==> config.mk <==
export PLATFORM = sky130hd
export DESIGN_NAME = bcvm_fetch_dispatch
export DESIGN_NICKNAME = d
export VERILOG_FILES = /design/src/rtl/bcvm_pkg.sv /design/src/rtl/bcvm_ip_reg.sv /design/src/rtl/bcvm_ctrl.sv /design/src/rtl/bcvm_fetch_dispatch.sv
export SDC_FILE = /design/constraint.sdc
export NUM_CORES = 1
export LEC_CHECK = 0
export ABC_AREA = 0
export BUFFER_PORTS_ARGS = -buffer_cell sky130_fd_sc_hd__buf_2
export CAP_MARGIN = 20
export CORE_MARGIN = 5
export CORE_UTILIZATION = 48
export DETAILED_ROUTE_END_ITERATION = 8
export GPL_ROUTABILITY_DRIVEN = 0
export PLACE_DENSITY_LB_ADDON = 0.2
export SETUP_SLACK_MARGIN = 0.3
export SKIP_LAST_GASP = 1
export SYNTH_ARGS = -nofsm -noshare
export SYNTH_HDL_FRONTEND = slang
export SYNTH_SLANG_ARGS = --single-unit
==> constraint.sdc <==
create_clock -name clk -period 2.5 [get_ports clk]
set_clock_uncertainty 0.15 [all_clocks]
set_input_delay 0.25 -clock clk [delete_from_list [all_inputs] [get_ports clk]]
set_output_delay 0.25 -clock clk [all_outputs]
set_load 0.02 [all_outputs]
==> src/rtl/bcvm_pkg.sv <==
package bcvm_pkg;

    typedef enum logic [1:0] {
        ST_IDLE     = 2'd0,
        ST_FETCH_WB = 2'd1,
        ST_PTR_LO   = 2'd2,
        ST_PTR_HI   = 2'd3
    } bcvm_state_e;

endpackage

==> src/rtl/bcvm_ip_reg.sv <==
module bcvm_ip_reg #(
    parameter int DW = 8,
    parameter logic [2*DW-1:0] IP_RESET = '0
) (
    input  logic            clk,
    input  logic            rst_n,
    input  logic            ip_inc,
    input  logic            ip_load,
    input  logic [2*DW-1:0] ip_load_val,
    output logic [2*DW-1:0] ip
);
    localparam int AW = 2 * DW;

    logic [AW-1:0] ip_d, ip_q;

    always_comb begin
        ip_d = ip_q;
        if (ip_load) begin
            ip_d = ip_load_val;
        end else if (ip_inc) begin
            ip_d = ip_q + AW'(1);
        end
    end

    always_ff @(posedge clk) begin
        if (!rst_n) begin
            ip_q <= IP_RESET;
        end else begin
            ip_q <= ip_d;
        end
    end

    assign ip = ip_q;

    // one step forward per accepted fetch, wrapping at the top
    p_ip_step_r4: assert property (@(posedge clk) disable iff (!rst_n)
        (ip_inc && !ip_load) |=> ip_q == $past(ip_q) + AW'(1));

    // the pointer holds when neither control is raised
    p_ip_hold_r10: assert property (@(posedge clk) disable iff (!rst_n)
        (!ip_inc && !ip_load) |=> $stable(ip_q));

    p_ip_ctrl_excl_r9: assert property (@(posedge clk) disable iff (!rst_n)
        !(ip_inc && ip_load));

endmodule

==> src/rtl/bcvm_ctrl.sv <==
module bcvm_ctrl
    import bcvm_pkg::*;
#(
    parameter int DW = 8
) (
    input  logic            clk,
    input  logic            rst_n,
    input  logic            cmd_fetch,
    input  logic            cmd_swap,
    input  logic            cmd_jump,
    input  logic [DW-1:0]   jump_page,
    input  logic [DW-1:0]   reg_a,
    input  logic [DW-1:0]   reg_y,
    input  logic [2*DW-1:0] ip,
    input  logic [DW-1:0]   mem_rdata,
    output logic            busy,
    output logic            mem_req,
    output logic            mem_alt_bank,
    output logic [2*DW-1:0] mem_addr,
    output logic            a_we,
    output logic [DW-1:0]   a_wdata,
    output logic            y_we,
    output logic [DW-1:0]   y_wdata,
    output logic            pc_we,
    output logic [2*DW-1:0] pc_wdata,
    output logic            ip_inc,
    output logic            ip_load,
    output logic [2*DW-1:0] ip_load_val
);
    localparam int AW = 2 * DW;

    typedef struct packed {
        bcvm_state_e   st;
        logic [AW-1:0] ptr;
        logic [DW-1:0] lo;
    } ctrl_regs_t;

    ctrl_regs_t r_d, r_q;

    always_comb begin
        r_d          = r_q;
        busy         = 1'b0;
        mem_req      = 1'b0;
        mem_alt_bank = 1'b0;
        mem_addr     = '0;
        a_we         = 1'b0;
        a_wdata      = '0;
        y_we         = 1'b0;
        y_wdata      = '0;
        pc_we        = 1'b0;
        pc_wdata     = '0;
        ip_inc       = 1'b0;
        ip_load      = 1'b0;
        ip_load_val  = '0;
        unique case (r_q.st)
            ST_IDLE: begin
                if (cmd_fetch) begin
                    mem_req      = 1'b1;
                    mem_alt_bank = 1'b1;
                    mem_addr     = ip;
                    ip_inc       = 1'b1;
                    r_d.st       = ST_FETCH_WB;
                end else if (cmd_jump) begin
                    mem_req  = 1'b1;
                    mem_addr = {jump_page, reg_a};
                    r_d.ptr  = {jump_page, reg_a};
                    r_d.st   = ST_PTR_LO;
                end else if (cmd_swap) begin
                    a_we        = 1'b1;
                    a_wdata     = ip[DW-1:0];
                    y_we        = 1'b1;
                    y_wdata     = ip[AW-1:DW];
                    ip_load     = 1'b1;
                    ip_load_val = {reg_y, reg_a};
                end
            end
            ST_FETCH_WB: begin
                busy    = 1'b1;
                a_we    = 1'b1;
                a_wdata = mem_rdata;
                r_d.st  = ST_IDLE;
            end
            ST_PTR_LO: begin
                busy     = 1'b1;
                mem_req  = 1'b1;
                mem_addr = r_q.ptr + AW'(1);
                r_d.lo   = mem_rdata;
                r_d.st   = ST_PTR_HI;
            end
            ST_PTR_HI: begin
                busy     = 1'b1;
                pc_we    = 1'b1;
                pc_wdata = {mem_rdata, r_q.lo};
                r_d.st   = ST_IDLE;
            end
            default: r_d.st = ST_IDLE;
        endcase
    end

    always_ff @(posedge clk) begin
        if (!rst_n) begin
            r_q <= '{st: ST_IDLE, ptr: '0, lo: '0};
        end else begin
            r_q <= r_d;
        end
    end

    // an accepted fetch writes A in the very next cycle, under busy
    p_fetch_wb_r3: assert property (@(posedge clk) disable iff (!rst_n)
        (r_q.st == ST_IDLE && cmd_fetch) |=> (busy && a_we && !pc_we));

    // the second table read follows the first by one address
    p_ptr_second_r6: assert property (@(posedge clk) disable iff (!rst_n)
        (r_q.st == ST_IDLE && !cmd_fetch && cmd_jump) |=>
        (mem_req && !mem_alt_bank && mem_addr == $past({jump_page, reg_a}) + AW'(1)));

    // the program counter load comes straight after the second read
    p_pc_load_r7: assert property (@(posedge clk) disable iff (!rst_n)
        (busy && mem_req) |=> (pc_we && busy));

    // no exchange or alternate-bank read can start under busy
    p_busy_ignore_r8: assert property (@(posedge clk) disable iff (!rst_n)
        busy |-> !(y_we || ip_inc || ip_load || mem_alt_bank));

endmodule

==> src/rtl/bcvm_fetch_dispatch.sv <==
module bcvm_fetch_dispatch #(
    parameter int DW = 8,
    parameter logic [2*DW-1:0] IP_RESET = '0
) (
    input  logic            clk,
    input  logic            rst_n,
    input  logic            cmd_fetch,
    input  logic            cmd_swap,
    input  logic            cmd_jump,
    input  logic [DW-1:0]   jump_page,
    input  logic [DW-1:0]   reg_a,
    input  logic [DW-1:0]   reg_y,
    input  logic [DW-1:0]   mem_rdata,
    output logic            busy,
    output logic            mem_req,
    output logic            mem_alt_bank,
    output logic [2*DW-1:0] mem_addr,
    output logic            a_we,
    output logic [DW-1:0]   a_wdata,
    output logic            y_we,
    output logic [DW-1:0]   y_wdata,
    output logic            pc_we,
    output logic [2*DW-1:0] pc_wdata,
    output logic [2*DW-1:0] ip_value
);
    localparam int AW = 2 * DW;

    logic          ip_inc;
    logic          ip_load;
    logic [AW-1:0] ip_load_val;

    bcvm_ctrl #(.DW(DW)) ctrl_i (
        .clk          (clk),
        .rst_n        (rst_n),
        .cmd_fetch    (cmd_fetch),
        .cmd_swap     (cmd_swap),
        .cmd_jump     (cmd_jump),
        .jump_page    (jump_page),
        .reg_a        (reg_a),
        .reg_y        (reg_y),
        .ip           (ip_value),
        .mem_rdata    (mem_rdata),
        .busy         (busy),
        .mem_req      (mem_req),
        .mem_alt_bank (mem_alt_bank),
        .mem_addr     (mem_addr),
        .a_we         (a_we),
        .a_wdata      (a_wdata),
        .y_we         (y_we),
        .y_wdata      (y_wdata),
        .pc_we        (pc_we),
        .pc_wdata     (pc_wdata),
        .ip_inc       (ip_inc),
        .ip_load      (ip_load),
        .ip_load_val  (ip_load_val)
    );

    bcvm_ip_reg #(.DW(DW), .IP_RESET(IP_RESET)) ip_i (
        .clk         (clk),
        .rst_n       (rst_n),
        .ip_inc      (ip_inc),
        .ip_load     (ip_load),
        .ip_load_val (ip_load_val),
        .ip          (ip_value)
    );

    // after an exchange the pointer holds the former Y:A pair
    p_swap_ip_r5: assert property (@(posedge clk) disable iff (!rst_n)
        y_we |=> ip_value == {$past(reg_y), $past(reg_a)});

    // a fetch from idle addresses the alternate bank at the pointer
    p_fetch_req_r2: assert property (@(posedge clk) disable iff (!rst_n)
        (!busy && cmd_fetch) |-> (mem_req && mem_alt_bank && mem_addr == ip_value));

    // nothing leaves the unit when idle and unasked
    p_idle_quiet_r10: assert property (@(posedge clk) disable iff (!rst_n)
        (!busy && !cmd_fetch && !cmd_swap && !cmd_jump) |-> !(mem_req || a_we || y_we || pc_we));

endmodule

---- Yosys cells after proc, flatten, opt, wreduce, memory -nomap -nowiden ----
Index checks and enable logic that the tools add are counted.
cells by class
  reduce and logical (&&, ||, !) cells .... 5
  equality and inequality tests ........... 4
  bitwise logic cells ..................... 1
  add/sub/neg operators ................... 2
  multiplexer cells ....................... 33
operators with widths
  cell                   number
  $mux 16                9
  $mux 8                 7
  $add 16x1->16 const B  2
  $pmux 16 s2            1
  $mux 18                1
  $pmux 8 s2             1
  $mux 1                 10
  $pmux 2 s3             1
  $eq 2x2->1 const B     2
  $pmux 1 s2             2
  $ne 3x3->1 const B     1
  $reduce_and 3->1       1
  $reduce_or 3->1        1
  $eq 2x1->1 const B     1
  $logic_not 2->1        1
  $mux 2                 1
  $reduce_bool 2->1      1
  $reduce_or 2->1        1
  $not 1->1              1
word-level totals
  register bits ........................... 42
  logic and storage cells ................. 49
  bits of input ports ..................... 37
  output and inout bits ................... 70

---- Longest topological paths before layout ----
  word-level depth ........................ 5
  depth in mapped cells ................... 6

---- Hierarchy ----
Synthesis repeated with hierarchy kept, for this count alone.
second synthesis, totals
  cells, all modules ...................... 384
  area total of the unflattened synthesis .. 2995.4 um^2
by module, submodules not included
  module       cells each  area each (um^2)  sequential area each (um^2)  times used
  bcvm_ctrl    285         2075.7            520.5                        1
  bcvm_ip_reg  99          919.6             320.3                        1

---- Worst setup path before layout ----
No wires, ideal clock.
  path kind ............................... flip-flop to flip-flop
  start ................................... reg ip_i.ip_q[0], in the netlist ip_i.ip[0]
  end ..................................... reg ip_i.ip_q[14], in the netlist ip_i.ip[14]
  path buffers ............................ 0
  setup time .............................. 0.074 ns
  setup slack ............................. 0.338 ns
  arrival time ............................ 1.938 ns
  stages on the path, launching flop included .. 6
  required time ........................... 2.276 ns
  cells stage by stage .................... dfxtp_1 -> ha_1 -> nand3_1 -> or4_4 -> or3_1 -> a31oi_1
between the ends
  word-level cells in the longest chain between the ends .. 3
RTL lines
  element                 line               text
  from (decl)             bcvm_ip_reg.sv:14  logic [AW-1:0] ip_d, ip_q;
  from (signal assigned)  bcvm_ip_reg.sv:29  ip_q <= ip_d;
  $add 16x1->16           bcvm_ip_reg.sv:21  ip_d = ip_q + AW'(1);
  $mux 16                 bcvm_ip_reg.sv:20  end else if (ip_inc) begin
  $mux 16                 bcvm_ip_reg.sv:18  if (ip_load) begin
Every way passes these cells. The select of a mux whose other input is x is not followed.
A chain may end at the register's enable or synchronous reset.

---- Final worst setup path ----
  start ................................... reg ctrl_i.r_q[8] in the netlist's numbering
  end ..................................... out mem_addr[10]
between the ends
  word-level cells in the longest chain between the ends .. 2
RTL lines
  element                 line                       text
  from (decl)             bcvm_ctrl.sv:38            ctrl_regs_t r_d, r_q;
  from (signal assigned)  bcvm_ctrl.sv:102           r_q <= '{st: ST_IDLE, ptr: '0, lo: '0};
  from (signal assigned)  bcvm_ctrl.sv:104           r_q <= r_d;
  $add 16x1->16           bcvm_ctrl.sv:86            mem_addr = r_q.ptr + AW'(1);
  $pmux 16 s2             bcvm_ctrl.sv:55            unique case (r_q.st)
  to (decl)               bcvm_fetch_dispatch.sv:17  output logic [2*DW-1:0] mem_addr,
Every way passes these cells.

==> results.sh <==
export IMPL_worstMarginPinSlew_ps=570
export IMPL_syn_nets=403
export IMPL_critical_path_max_stage_delay_ps=410
export IMPL_cts_sinks=42
export IMPL_p_leak_nw=1.64
export IMPL_die_x_um=83.6
export IMPL_synth_area_per_cell_um2=7.14
export IMPL_path_class="flop to output port"
export IMPL_timing_rr_start="ip_i.ip[1]$_SDFFE_PN0P_"
export IMPL_intPower_w=0.00117
export IMPL_finalSetupViolCount=0
export IMPL_vias=3250
export IMPL_core_mm2=0.00517
export IMPL_placed_cells=535
export IMPL_num_antenna_cells=0
export IMPL_grt_overflow=0
export IMPL_p_seq_frac=0.426
export IMPL_synth_distinct_cells=42
export IMPL_cap_violations=0
export IMPL_fin_crit_ps=2190
export IMPL_worst_ep_required_time_ps=2100
export IMPL_crit_chain="ha_4 > nand4_1 > buf_6 > nor3_2 > xnor2_1 > o211ai_1 > buf_4"
export IMPL_hold_path_class="input pin to flop"
export IMPL_multi_input_area_mm2=0.00174
export IMPL_hold_start="mem_rdata[1]"
export IMPL_synth_top_family_by_area="simple AND/OR/NAND/NOR gates"
export IMPL_globalRouteTotalUtil=0.255
export IMPL_ys_seq_elements=42
export IMPL_cts_root_buf="clkbuf_8"
export IMPL_port_buffers=106
export IMPL_synth_xor_area_frac=0.0539
export IMPL_post_route_drc_count=0
export IMPL_synth_seq_area_share=0.323
export IMPL_synth_compound_area_frac=0.233
export IMPL_ir_drop_mv=0.278
export IMPL_outcome="completed"
export IMPL_setup_tns_ps=0
export IMPL_power_density_mw_per_mm2=477
export IMPL_detail_route_wl_per_cell_um=17.4
export IMPL_synth_flop_cell="dfxtp_1"
export IMPL_synth_edf_count=0
export IMPL_synthCells=364
export IMPL_routed_wl_mm=9.67
export IMPL_synthMuxAreaShare=0
export IMPL_relSlewSlack=0.617
export IMPL_start_kind="flop"
export IMPL_switching_power_w=0.000581
export IMPL_hpwl_mm=6.37
export IMPL_seq_area_um2=870
export IMPL_vias_per_cell=5.86
export IMPL_combPwrFrac=0.261
export IMPL_drive_above_1_share=0.367
export IMPL_areaGrowthSynthToFinish_pct=41.4
export IMPL_startpoint="ctrl_i.r_q[8]$_SDFFE_PN0P_"
export IMPL_fin_crit_sh=0.876
export IMPL_synth_simple_area_share=0.333
export IMPL_clk_pin_slew_worst_paths_ps=90
export IMPL_die_area_mm2=0.00699
export IMPL_netlist_area_leader_share=0.323
export IMPL_numCtsBuffers=5
export IMPL_h_tree_depth=2
export IMPL_synthAdderAreaFrac=0.00962
export IMPL_ioPinCount=107
export IMPL_grt_max_degree=41
export IMPL_instances_no_fill=555
export IMPL_synth_top_cell_by_area="dfxtp_1"
export IMPL_yosysWarnings=0
export IMPL_clockPowerShare=0.313
export IMPL_cp_arrival_ps=1790
export IMPL_grt_pass1_vias=2956
export IMPL_fillCellCount=435
export IMPL_netlist_area_mm2=0.00260
export IMPL_hold_violations=0
export IMPL_cts_buffer_depth=2
export IMPL_tritoncts="done"
export IMPL_end_kind="output port"
export IMPL_ant_nets=0
export IMPL_fin_util=0.711
export IMPL_crit_slowest_cell="dfxtp_4"
export IMPL_drt_iter0_drc=376
export IMPL_start_util=0.503
export IMPL_nNetsFinal=523
export IMPL_rsz0062_at_grt="yes"
export IMPL_slew_violations=0
export IMPL_die_y_um=83.6
export IMPL_antenna_found_initial=0
export IMPL_synth_async_reset_ratio=0
export IMPL_switching_share=0.331
export IMPL_insertion_delay_ps=300
export IMPL_grt_pass1_wl_mm=15.0
export IMPL_timing_fmax_mhz=457
export IMPL_crit_fanout=5
export IMPL_synth_area_leaders="dfxtp_1, nand2_1, a21oi_1"
export IMPL_firstDrtPassIters=5
export IMPL_core_rowCount=26
[cells in the final DEF (no fill, tap or decap), types with 3 or more instances in the layout]
cell,count
nand4_1,4
nor3_1,9
or3_1,5
o21ai_0,9
a22oi_1,14
dfxtp_1,29
nand2_1,71
xnor2_1,13
inv_1,7
a21oi_1,36
clkbuf_8,5
xor2_1,3
nor2_1,24
and3_1,25
nor4_4,3
and2_1,4
o211ai_1,12
buf_4,31
buf_6,5
dfxtp_2,8
buf_2,97
a31oi_1,4
nand3_1,15
dfxtp_4,5
[synthesized netlist by cell type, types with 9 or more instances]
library cell	count
xnor2_1	13
nand2_1	73
clkbuf_1	21
nor3_1	11
a22oi_1	14
and3_1	25
dfxtp_1	42
o21ai_0	9
nor2_1	24
o211ai_1	12
nand3_1	16
a21oi_1	36
[final cells by class]
class / instances / share of cell area
well taps: 70 / 0.0238
flip-flops and latches: 42 / 0.237
clock buffers: 5 / 0.0187
multi-input cells: 290 / 0.474
inverters: 9 / 0.0136
repair inverters: 1 / 0.00204
repair buffers: 135 / 0.220
clock inverters: 3 / 0.0109
[path summary, 6_finish.rpt]
path / end / slack, ps / cells after the start
worst min register to register: ctrl_i.r_q[1]$_SDFFE_PN0P_ / 310 / 2
worst min-delay path: ctrl_i.r_q[1]$_SDFFE_PN0P_ / 50 / 3
worst max-delay path: mem_addr[10] / 310 / 7
worst max register to register: ip_i.ip[14]$_SDFFE_PN0P_ / 390 / 5
[metrics by stage]
step	hold WS, ps	setup slack [ps]	cell area, um2	total power, W
floorplan	236	338	2600	0.00100
global placement	287	287	3280	0.00117
detailed placement	293	274	3280	0.00117
CTS	50.6	258	3490	0.00172
global route	58.0	229	3680	0.00183
finish	49.0	310	3680	0.00175
[metal layers]
| metal | GRT usage | vias up | share of wire |
|---|---|---|---|
| met3 | 0.0691 | 11 | 0.099 |
| met1 | 0.341 | 1519 | 0.41 |
| met2 | 0.414 | 160 | 0.48 |
| met4 | 0.0468 | 0 | 0.0094 |
| met5 | 0 | - | 0 |
| li1 | - | 1560 | - |
[critical path: cells and delay by family (launching register included)]
kind                     cells  cell delay (ps)
AND/OR/NAND/NOR              2              310
AO/OA/AOI/OAI                1              200
XOR/XNOR                     1               90
flip-flops                   1              410
buffers and inverters        2              340
adder cells (fa/ha/maj)      1              140
[power groups by stage]
stage               registers (W)  clock network, W  logic, W
floorplan                0.000770                 0  0.000233
global placement         0.000758                 0  0.000410
detailed placement       0.000759                 0  0.000413
CTS                      0.000745          0.000545  0.000433
global route             0.000754          0.000580  0.000495
finish                   0.000748          0.000550  0.000457
[kinds of logic (layout without fill, tap and decap cells)]
group,count (synthesis),count (layout)
AO/OA/AOI/OAI,94,94
XOR/XNOR,16,16
adder cells (fa/ha/maj),2,2
buffers and inverters,32,153
flip-flops,42,42
AND/OR/NAND/NOR,178,178
[state kept, by name, indices dropped and copies added (netlist names)]
register	cells
ip_i.ip	16
ctrl_i.r_q	26
[what timing repair did]
item,4_1_cts,5_1_grt
hold buffers,0,0
cloned,0,1
endpoints found under the hold margin,0,0
setup endpoints to repair,26,24
gates resized for setup,25,34
pin swaps,2,9
setup buffers,4,7
Power figures use the tool's default switching activity.
